--- src/rtl/fifo_svc_pkg.sv ---
package fifo_svc_pkg;

    localparam int MASK_W = 4;

    typedef struct packed {
        logic              tx_avail;
        logic              rx_avail;
        logic              rx_irq;
        logic              rx_dma_req;
        logic              dma_en;
        logic [MASK_W-1:0] tail_mask;
    } svc_state_t;

endpackage

--- src/rtl/fifo_level_thresh.sv ---
module fifo_level_thresh #(
    parameter int DEPTH     = 8,
    parameter int CNT_W     = 4,
    parameter int BURST     = 4,
    parameter bit FREE_SIDE = 1'b0
) (
    input  logic [CNT_W-1:0] level,
    input  logic             burst_mode,
    output logic             hit
);
    localparam logic [CNT_W-1:0] DEPTH_C = CNT_W'(DEPTH);
    localparam logic [CNT_W-1:0] BURST_C = CNT_W'(BURST);
    localparam logic [CNT_W-1:0] ONE_C   = CNT_W'(1);

    logic [CNT_W-1:0] sat_level;
    logic [CNT_W-1:0] metric;
    logic [CNT_W-1:0] need;

    always_comb begin
        sat_level = (level > DEPTH_C) ? DEPTH_C : level;
        need      = burst_mode ? BURST_C : ONE_C;
    end

    generate
        if (FREE_SIDE) begin : g_free
            always_comb metric = DEPTH_C - sat_level;
        end else begin : g_fill
            always_comb metric = sat_level;
        end
    endgenerate

    always_comb hit = (metric >= need);

endmodule

--- src/rtl/fifo_tail_mask.sv ---
module fifo_tail_mask #(
    parameter int DEPTH = 8,
    parameter int CNT_W = 4,
    parameter int BURST = 4,
    parameter int BYTES = 4
) (
    input  logic                       frame_end,
    input  logic [$clog2(BYTES)-1:0]   tail_bytes,
    input  logic [CNT_W-1:0]           level,
    input  logic                       burst_mode,
    output logic [BYTES-1:0]           mask
);
    localparam int               SEL_W   = $clog2(BYTES);
    localparam logic [CNT_W-1:0] DEPTH_C = CNT_W'(DEPTH);
    localparam logic [CNT_W-1:0] WIN4_C  = CNT_W'(BURST - 1);
    localparam logic [CNT_W-1:0] WIN1_C  = CNT_W'(1);

    logic [CNT_W-1:0] sat_level;
    logic [CNT_W-1:0] bound;
    logic             in_window;
    logic [BYTES-1:0] raw;

    always_comb begin
        sat_level = (level > DEPTH_C) ? DEPTH_C : level;
        bound     = burst_mode ? WIN4_C : WIN1_C;
        in_window = frame_end && (sat_level != '0) && (sat_level <= bound);
    end

    generate
        for (genvar b = 0; b < BYTES; b++) begin : g_byte
            always_comb raw[b] = (tail_bytes == '0) || (SEL_W'(b) < tail_bytes);
        end
    endgenerate

    always_comb mask = in_window ? raw : '0;

endmodule

--- src/rtl/fifo_dma_gate.sv ---
module fifo_dma_gate (
    input  logic en_q,
    input  logic set_req,
    input  logic clr_req,
    input  logic desc_sample,
    input  logic desc_null,
    input  logic desc_dma_owned,
    output logic en_d
);
    logic desc_kill;

    always_comb begin
        desc_kill = desc_sample && (desc_null || !desc_dma_owned);
        if (desc_kill || clr_req) begin
            en_d = 1'b0;
        end else if (set_req) begin
            en_d = 1'b1;
        end else begin
            en_d = en_q;
        end
    end

endmodule

--- src/rtl/fifo_svc_flags.sv ---
module fifo_svc_flags
    import fifo_svc_pkg::*;
#(
    parameter int DEPTH = 8,
    parameter int CNT_W = 4,
    parameter int BURST = 4
) (
    input  logic              clk,
    input  logic              rst_n,
    input  logic              tx_burst4,
    input  logic              rx_burst4,
    input  logic [CNT_W-1:0]  tx_level,
    input  logic [CNT_W-1:0]  rx_level,
    input  logic              rx_frame_end,
    input  logic [1:0]        rx_tail_bytes,
    input  logic              dma_set,
    input  logic              dma_clr,
    input  logic              desc_sample,
    input  logic              desc_null,
    input  logic              desc_dma_owned,
    output logic              tx_avail,
    output logic              rx_avail,
    output logic              rx_irq,
    output logic              rx_dma_req,
    output logic              dma_rx_en,
    output logic [MASK_W-1:0] rx_tail_mask
);
    svc_state_t        st_d, st_q;
    logic              tx_hit_d;
    logic              rx_hit_d;
    logic              en_d;
    logic [MASK_W-1:0] mask_d;

    fifo_level_thresh #(.DEPTH(DEPTH), .CNT_W(CNT_W), .BURST(BURST), .FREE_SIDE(1'b1)) u_tx_thresh (
        .level(tx_level), .burst_mode(tx_burst4), .hit(tx_hit_d)
    );

    fifo_level_thresh #(.DEPTH(DEPTH), .CNT_W(CNT_W), .BURST(BURST), .FREE_SIDE(1'b0)) u_rx_thresh (
        .level(rx_level), .burst_mode(rx_burst4), .hit(rx_hit_d)
    );

    fifo_tail_mask #(.DEPTH(DEPTH), .CNT_W(CNT_W), .BURST(BURST), .BYTES(MASK_W)) u_tail (
        .frame_end(rx_frame_end), .tail_bytes(rx_tail_bytes), .level(rx_level),
        .burst_mode(rx_burst4), .mask(mask_d)
    );

    fifo_dma_gate u_dma (
        .en_q(st_q.dma_en), .set_req(dma_set), .clr_req(dma_clr),
        .desc_sample(desc_sample), .desc_null(desc_null),
        .desc_dma_owned(desc_dma_owned), .en_d(en_d)
    );

    always_comb begin
        st_d            = st_q;
        st_d.tx_avail   = tx_hit_d;
        st_d.rx_avail   = rx_hit_d;
        st_d.dma_en     = en_d;
        st_d.rx_irq     = rx_hit_d && !en_d;
        st_d.rx_dma_req = rx_hit_d && en_d;
        st_d.tail_mask  = mask_d;
    end

    always_ff @(posedge clk) begin
        if (!rst_n) begin
            st_q <= '0;
        end else begin
            st_q <= st_d;
        end
    end

    assign tx_avail     = st_q.tx_avail;
    assign rx_avail     = st_q.rx_avail;
    assign rx_irq       = st_q.rx_irq;
    assign rx_dma_req   = st_q.rx_dma_req;
    assign dma_rx_en    = st_q.dma_en;
    assign rx_tail_mask = st_q.tail_mask;

endmodule

--- config.mk ---
export PLATFORM = sky130hd
export DESIGN_NAME = fifo_svc_flags
export DESIGN_NICKNAME = d
export VERILOG_FILES = /design/src/rtl/fifo_svc_pkg.sv /design/src/rtl/fifo_level_thresh.sv /design/src/rtl/fifo_tail_mask.sv /design/src/rtl/fifo_dma_gate.sv /design/src/rtl/fifo_svc_flags.sv
export SDC_FILE = /design/constraint.sdc
export NUM_CORES = 1
export LEC_CHECK = 0
export ABC_AREA = 1
export BUFFER_PORTS_ARGS = -buffer_cell sky130_fd_sc_hd__buf_2
export CORE_AREA = 2 2 39 41
export DETAILED_ROUTE_END_ITERATION = 10
export DIE_AREA = 0 0 41 43
export PLACE_DENSITY = 0.79
export SETUP_SLACK_MARGIN = 0.05
export SLEW_MARGIN = 40
export SYNTH_ARGS = -nofsm -noshare
export SYNTH_HDL_FRONTEND = slang
export SYNTH_SLANG_ARGS = --single-unit
export TNS_END_PERCENT = 50
--- constraint.sdc ---
create_clock -name clk -period 2.3 [get_ports clk]
set_input_delay 0.115 -clock clk [delete_from_list [all_inputs] [get_ports clk]]
set_output_delay 0.115 -clock clk [all_outputs]
set_load 0.02 [all_outputs]
### Word-level counts from Yosys, hierarchy flattened

Cells that the tools add are included.

* $add $sub $neg: 1
* multipliers: 0
* divide/modulo/power cells: 0
* order comparisons: 9
* equality and inequality tests: 0
* shifts and indexed selects: 0
* multiplexer cells: 7
* bitwise gates (word level): 0
* reductions and logical operators: 16

Operators with widths (count)
* $ge A4 B4 Y1: 2
* $gt A4 B4 Y1 const B: 2
* $mux W4: 2
* $logic_or A1 B1 Y1: 6
* $mux W3: 2
* $logic_and A1 B1 Y1: 5
* $le A4 B4 Y1: 1
* $lt A1 B2 Y1 const A: 2
* $lt A2 B2 Y1 const A: 2
* $reduce_bool A4 Y1: 1
* $sub A4 B4 Y4 const A: 1
* $logic_not A1 Y1: 2
* $logic_not A2 Y1: 1
* $mux W1: 2
* $mux W2: 1
* $reduce_and A2 Y1: 1

* register bits: 9
* latch bits: 0
* RAM bits: 0
* bits in read-only memories: 0
* word-level logic and storage cells: 39
* memories: 0

### Longest topological paths before layout

* word-level depth: 7
* depth in mapped cells: 11

### Cells and area by module

A second synthesis with hierarchy kept.

* cells, all modules: 84
* area total of the unflattened synthesis: 559.3 sq um

Modules (own cells, without submodules)
* fifo_svc_flags: times used 1, cells an instance 26, area each 244.0 sq um
* fifo_level_thresh (u_tx_thresh): times used 1, cells an instance 22, area each 117.6 sq um
* fifo_tail_mask: times used 1, cells an instance 19, area each 111.4 sq um
* fifo_level_thresh (u_rx_thresh): times used 1, cells an instance 12, area each 62.6 sq um
* fifo_dma_gate: times used 1, cells an instance 5, area each 23.8 sq um

### Worst setup path after synthesis

Ideal clock, no wire load.

* kind: in2reg
* start point: input tx_level[0]
* end point: register st_q (netlist bit tx_avail)
* library setup time: 115 ps
* arrival: 1374 ps
* required time: 2185 ps
* path slack: 810 ps
* cell stages on the path: 10
* buffers on the path: 0
* cells stage by stage: nor3_1 o21ai_0 ha_1 xnor2_1 inv_1 ha_1 o21ai_0 nand2_1 o21ai_0 inv_1

* longest elaborated chain between the ends: 4

Ends and longest elaborated chain
* start: declaration: line fifo_svc_flags.sv:12 `input logic [CNT_W-1:0] tx_level,`
* $gt A4 B4 Y1: line fifo_level_thresh.sv:20 `sat_level = (level > DEPTH_C) ? DEPTH_C : level;`
* $mux W4 *: line fifo_level_thresh.sv:20
* $sub A4 B4 Y4 *: line fifo_level_thresh.sv:26 `always_comb metric = DEPTH_C - sat_level;`
* $ge A4 B4 Y1 *: line fifo_level_thresh.sv:32 `always_comb hit = (metric >= need);`
* end signal: assignment: line fifo_svc_flags.sv:67 `st_q <= st_d;`
* end: declaration: line fifo_svc_flags.sv:28 `svc_state_t st_d, st_q;`

Mark *: on every way between the ends. The rest lies on a longest branch, timed or not.
A chain may end at the register's enable or synchronous reset.

### Worst setup path in the final report

Same ends and word-level chain as after synthesis.

==> out/metrics.yaml <==
place:
  port_buffers: 28
  dpl_worst_slack_ns: 0.556
  routabilityCongestion: 0.796
  hpwl_um: 850
timing:
  slew_viol_final: 0
  setup_slack_ns: 0.854
  timing.final.crit_share: 0.629
  hold_viol: 0
  setup_tns_ns: 0
  skew_ns: 0.00361
  holdWs_ns: 0.119
  max_freq_mhz: 691
  worstMarginPinSlew_ns: 0.309
  setup_viol: 0
  relSlewSlack: 0.792
  rsz0062_at_grt: "false"
  fin_crit_ns: 1.45
clock_network:
  clk_path_buf_depth: 2
  cts_hold_buf: 0
  numCtsBuffers: 3
  cts_tree: "built"
  h-tree-depth: 1
  insertion_delay_ns: 0.25
  cts_setup_buffers: 0
  cts_root_buf: "clkbuf_4"
  clk_pin_slew_ns: 0.06
  post_cts_resized: 0
  cts_sinks: 9
synth:
  synth-seq-cells: 9
  synth_warnings: 0
  syn_inst: 70
  synth.avg_cell_area_um2: 7.15
  synth_cell_types: 12
  synth_seq_area_share: 0.360
  synth_area_leaders: "dfxtp_1, ha_1, inv_1"
  yosysTopAreaCell: "dfxtp_1"
  netlist_area_um2: 500
  synth_fp_nets: 98
  synth_top_area_share: 0.360
power_and_ir_drop:
  netSwitchingFraction: 0.271
  p_leak_uw: 0.000439
  ir_drop_mv: 0.159
  p_comb_frac: 0.221
  switching_power_uw: 98.7
  clkPwrFrac: 0.325
  powerDensity_nw_per_um2: 531
  p_int_uw: 266
  power_frac_seq: 0.454
critical_path:
  cp_max_fo: 2
  slowest_stage: "ha_1"
  critPathMaxStageDelay_ns: 0.26
  critPathBufInv: 3
  cp_common_cell: "o21ai_0"
  cp_top_family: "adder cells"
  crit_arrival_ns: 1.60
  required_ns: 2.45
  worstSetupPathType: "in2reg"
  end_kind: "register"
  start_kind: "input pin"
  path_cells: "buf_2 > nor3_1 > o21ai_0 > ha_1 > xnor2_1 > inv_1 > ha_1 > o21ai_0 > nand2_1 > o21ai_0 > inv_1"
grt:
  grt_pass1_wl_um: 1530
  grt_antenna_before_repair: 0
  grt_use_total: 0.129
  grt_pass1_vias: 439
  grt_max_degree: 6
  gr-total-overflow: 0
run:
  drv_cap: 0
cells_and_area:
  drive_gt1_frac: 0.314
  syn2layout_area_growth_pct: 37.3
  layout_commonest_cell: "buf_2"
  nets: 131
  diodes: 0
  final_cell_mix: "buf_2, inv_1, nand2_1"
drt:
  top_layer_used: "met3"
  routed_wl_um: 966
  wl_met1_um: 407
  dr.pass1.iters: 4
  via_per_inst: 4.36
  initialDrtViolationCount: 5
  drc_errors: 0
  dr_wl_met3_um: 61
  wl_met2_um: 496
  drtAntennaViolNets: 0
  vias: 515
  wire_per_inst_um: 8.19
worst_hold_path:
  hp-class: "in2reg"
floorplan:
  core_um2: 1380
  die_h_um: 43
  ios: 29
  die_x_um: 41
  row_count: 14
  initial_core_util: 0.362
  dieArea_um2: 1760
outcome:
  status: "finished clean"
## cells by family after synthesis
kind of cell             Yosys count  synth area share
AO/OA/AOI/OAI                      5            0.0500
XOR/XNOR                           1            0.0175
adder cells (fa/ha/maj)            8             0.200
buffers and inverters             18             0.135
flip-flops                         9             0.360
AND/OR/NAND/NOR                   29             0.237
## stage by stage
stage                util  instance area, µm²  total power (µW)  cells
detailed placement  0.477                 661               251    114
global route        0.496                 687               392    118
finish              0.496                 687               364    118
global placement    0.477                 661               247    114
floorplan               -                 500               218     70
CTS                 0.496                 687               370    118
## tightest hold or removal path, delay by kind of cell
family | cells | cell delay (ns)
buffers and inverters | 2 | 0.16
and+or+nand+nor | 1 | 0.07
## worst paths after layout
| check | startpoint | end | slack [ns] | cells past startpoint |
|---|---|---|---|---|
| setup / recovery | tx_level[0] | tx_avail | 0.85 | 11 |
| hold / removal | rst_n | rx_avail | 0.12 | 3 |
| setup reg to reg | dma_rx_en | rx_irq | 1.50 | 3 |
| hold reg to reg | dma_rx_en | dma_rx_en | 0.57 | 2 |
## metal layers
| metal | GRT usage | up-vias |
|---|---|---|
| met5 | 0 | - |
| met4 | 0.100 | 0 |
| met3 | 0.0157 | 0 |
| met2 | 0.209 | 18 |
| met1 | 0.138 | 219 |
| li1 | - | 278 |
## synth_stat cells, drive strengths merged
master,count
inv,18
nand2,15
dfxtp,9
nor2,9
ha,8
o21ai,4
nand3,3
a21oi,1
nand4,1
nor3,1
xnor2,1
## power by group through the flow
stage	registers [µW]	logic, µW	clock network [µW]
finish	165	80.7	118
CTS	165	82.4	122
global placement	169	77.8	0
global route	166	94.9	131
floorplan	180	38.1	0
detailed placement	169	81.9	0
## state kept, by name, summed over array words and instances (netlist names)
name / count
tx_avail: 1
rx_avail: 1
rx_dma_req: 1
rx_tail_mask: 4
rx_irq: 1
dma_rx_en: 1
## final cells by class
class                           instances  area, µm²
Fill cell                             147        697
Tap cell                               16       20.0
Inverter                               18       67.6
Sequential cell                         9        180
Multi-Input combinational cell         43        253
Timing Repair Buffer                   28        140
Clock buffer                            4       26.3
Power figures use the tool's default switching activity.
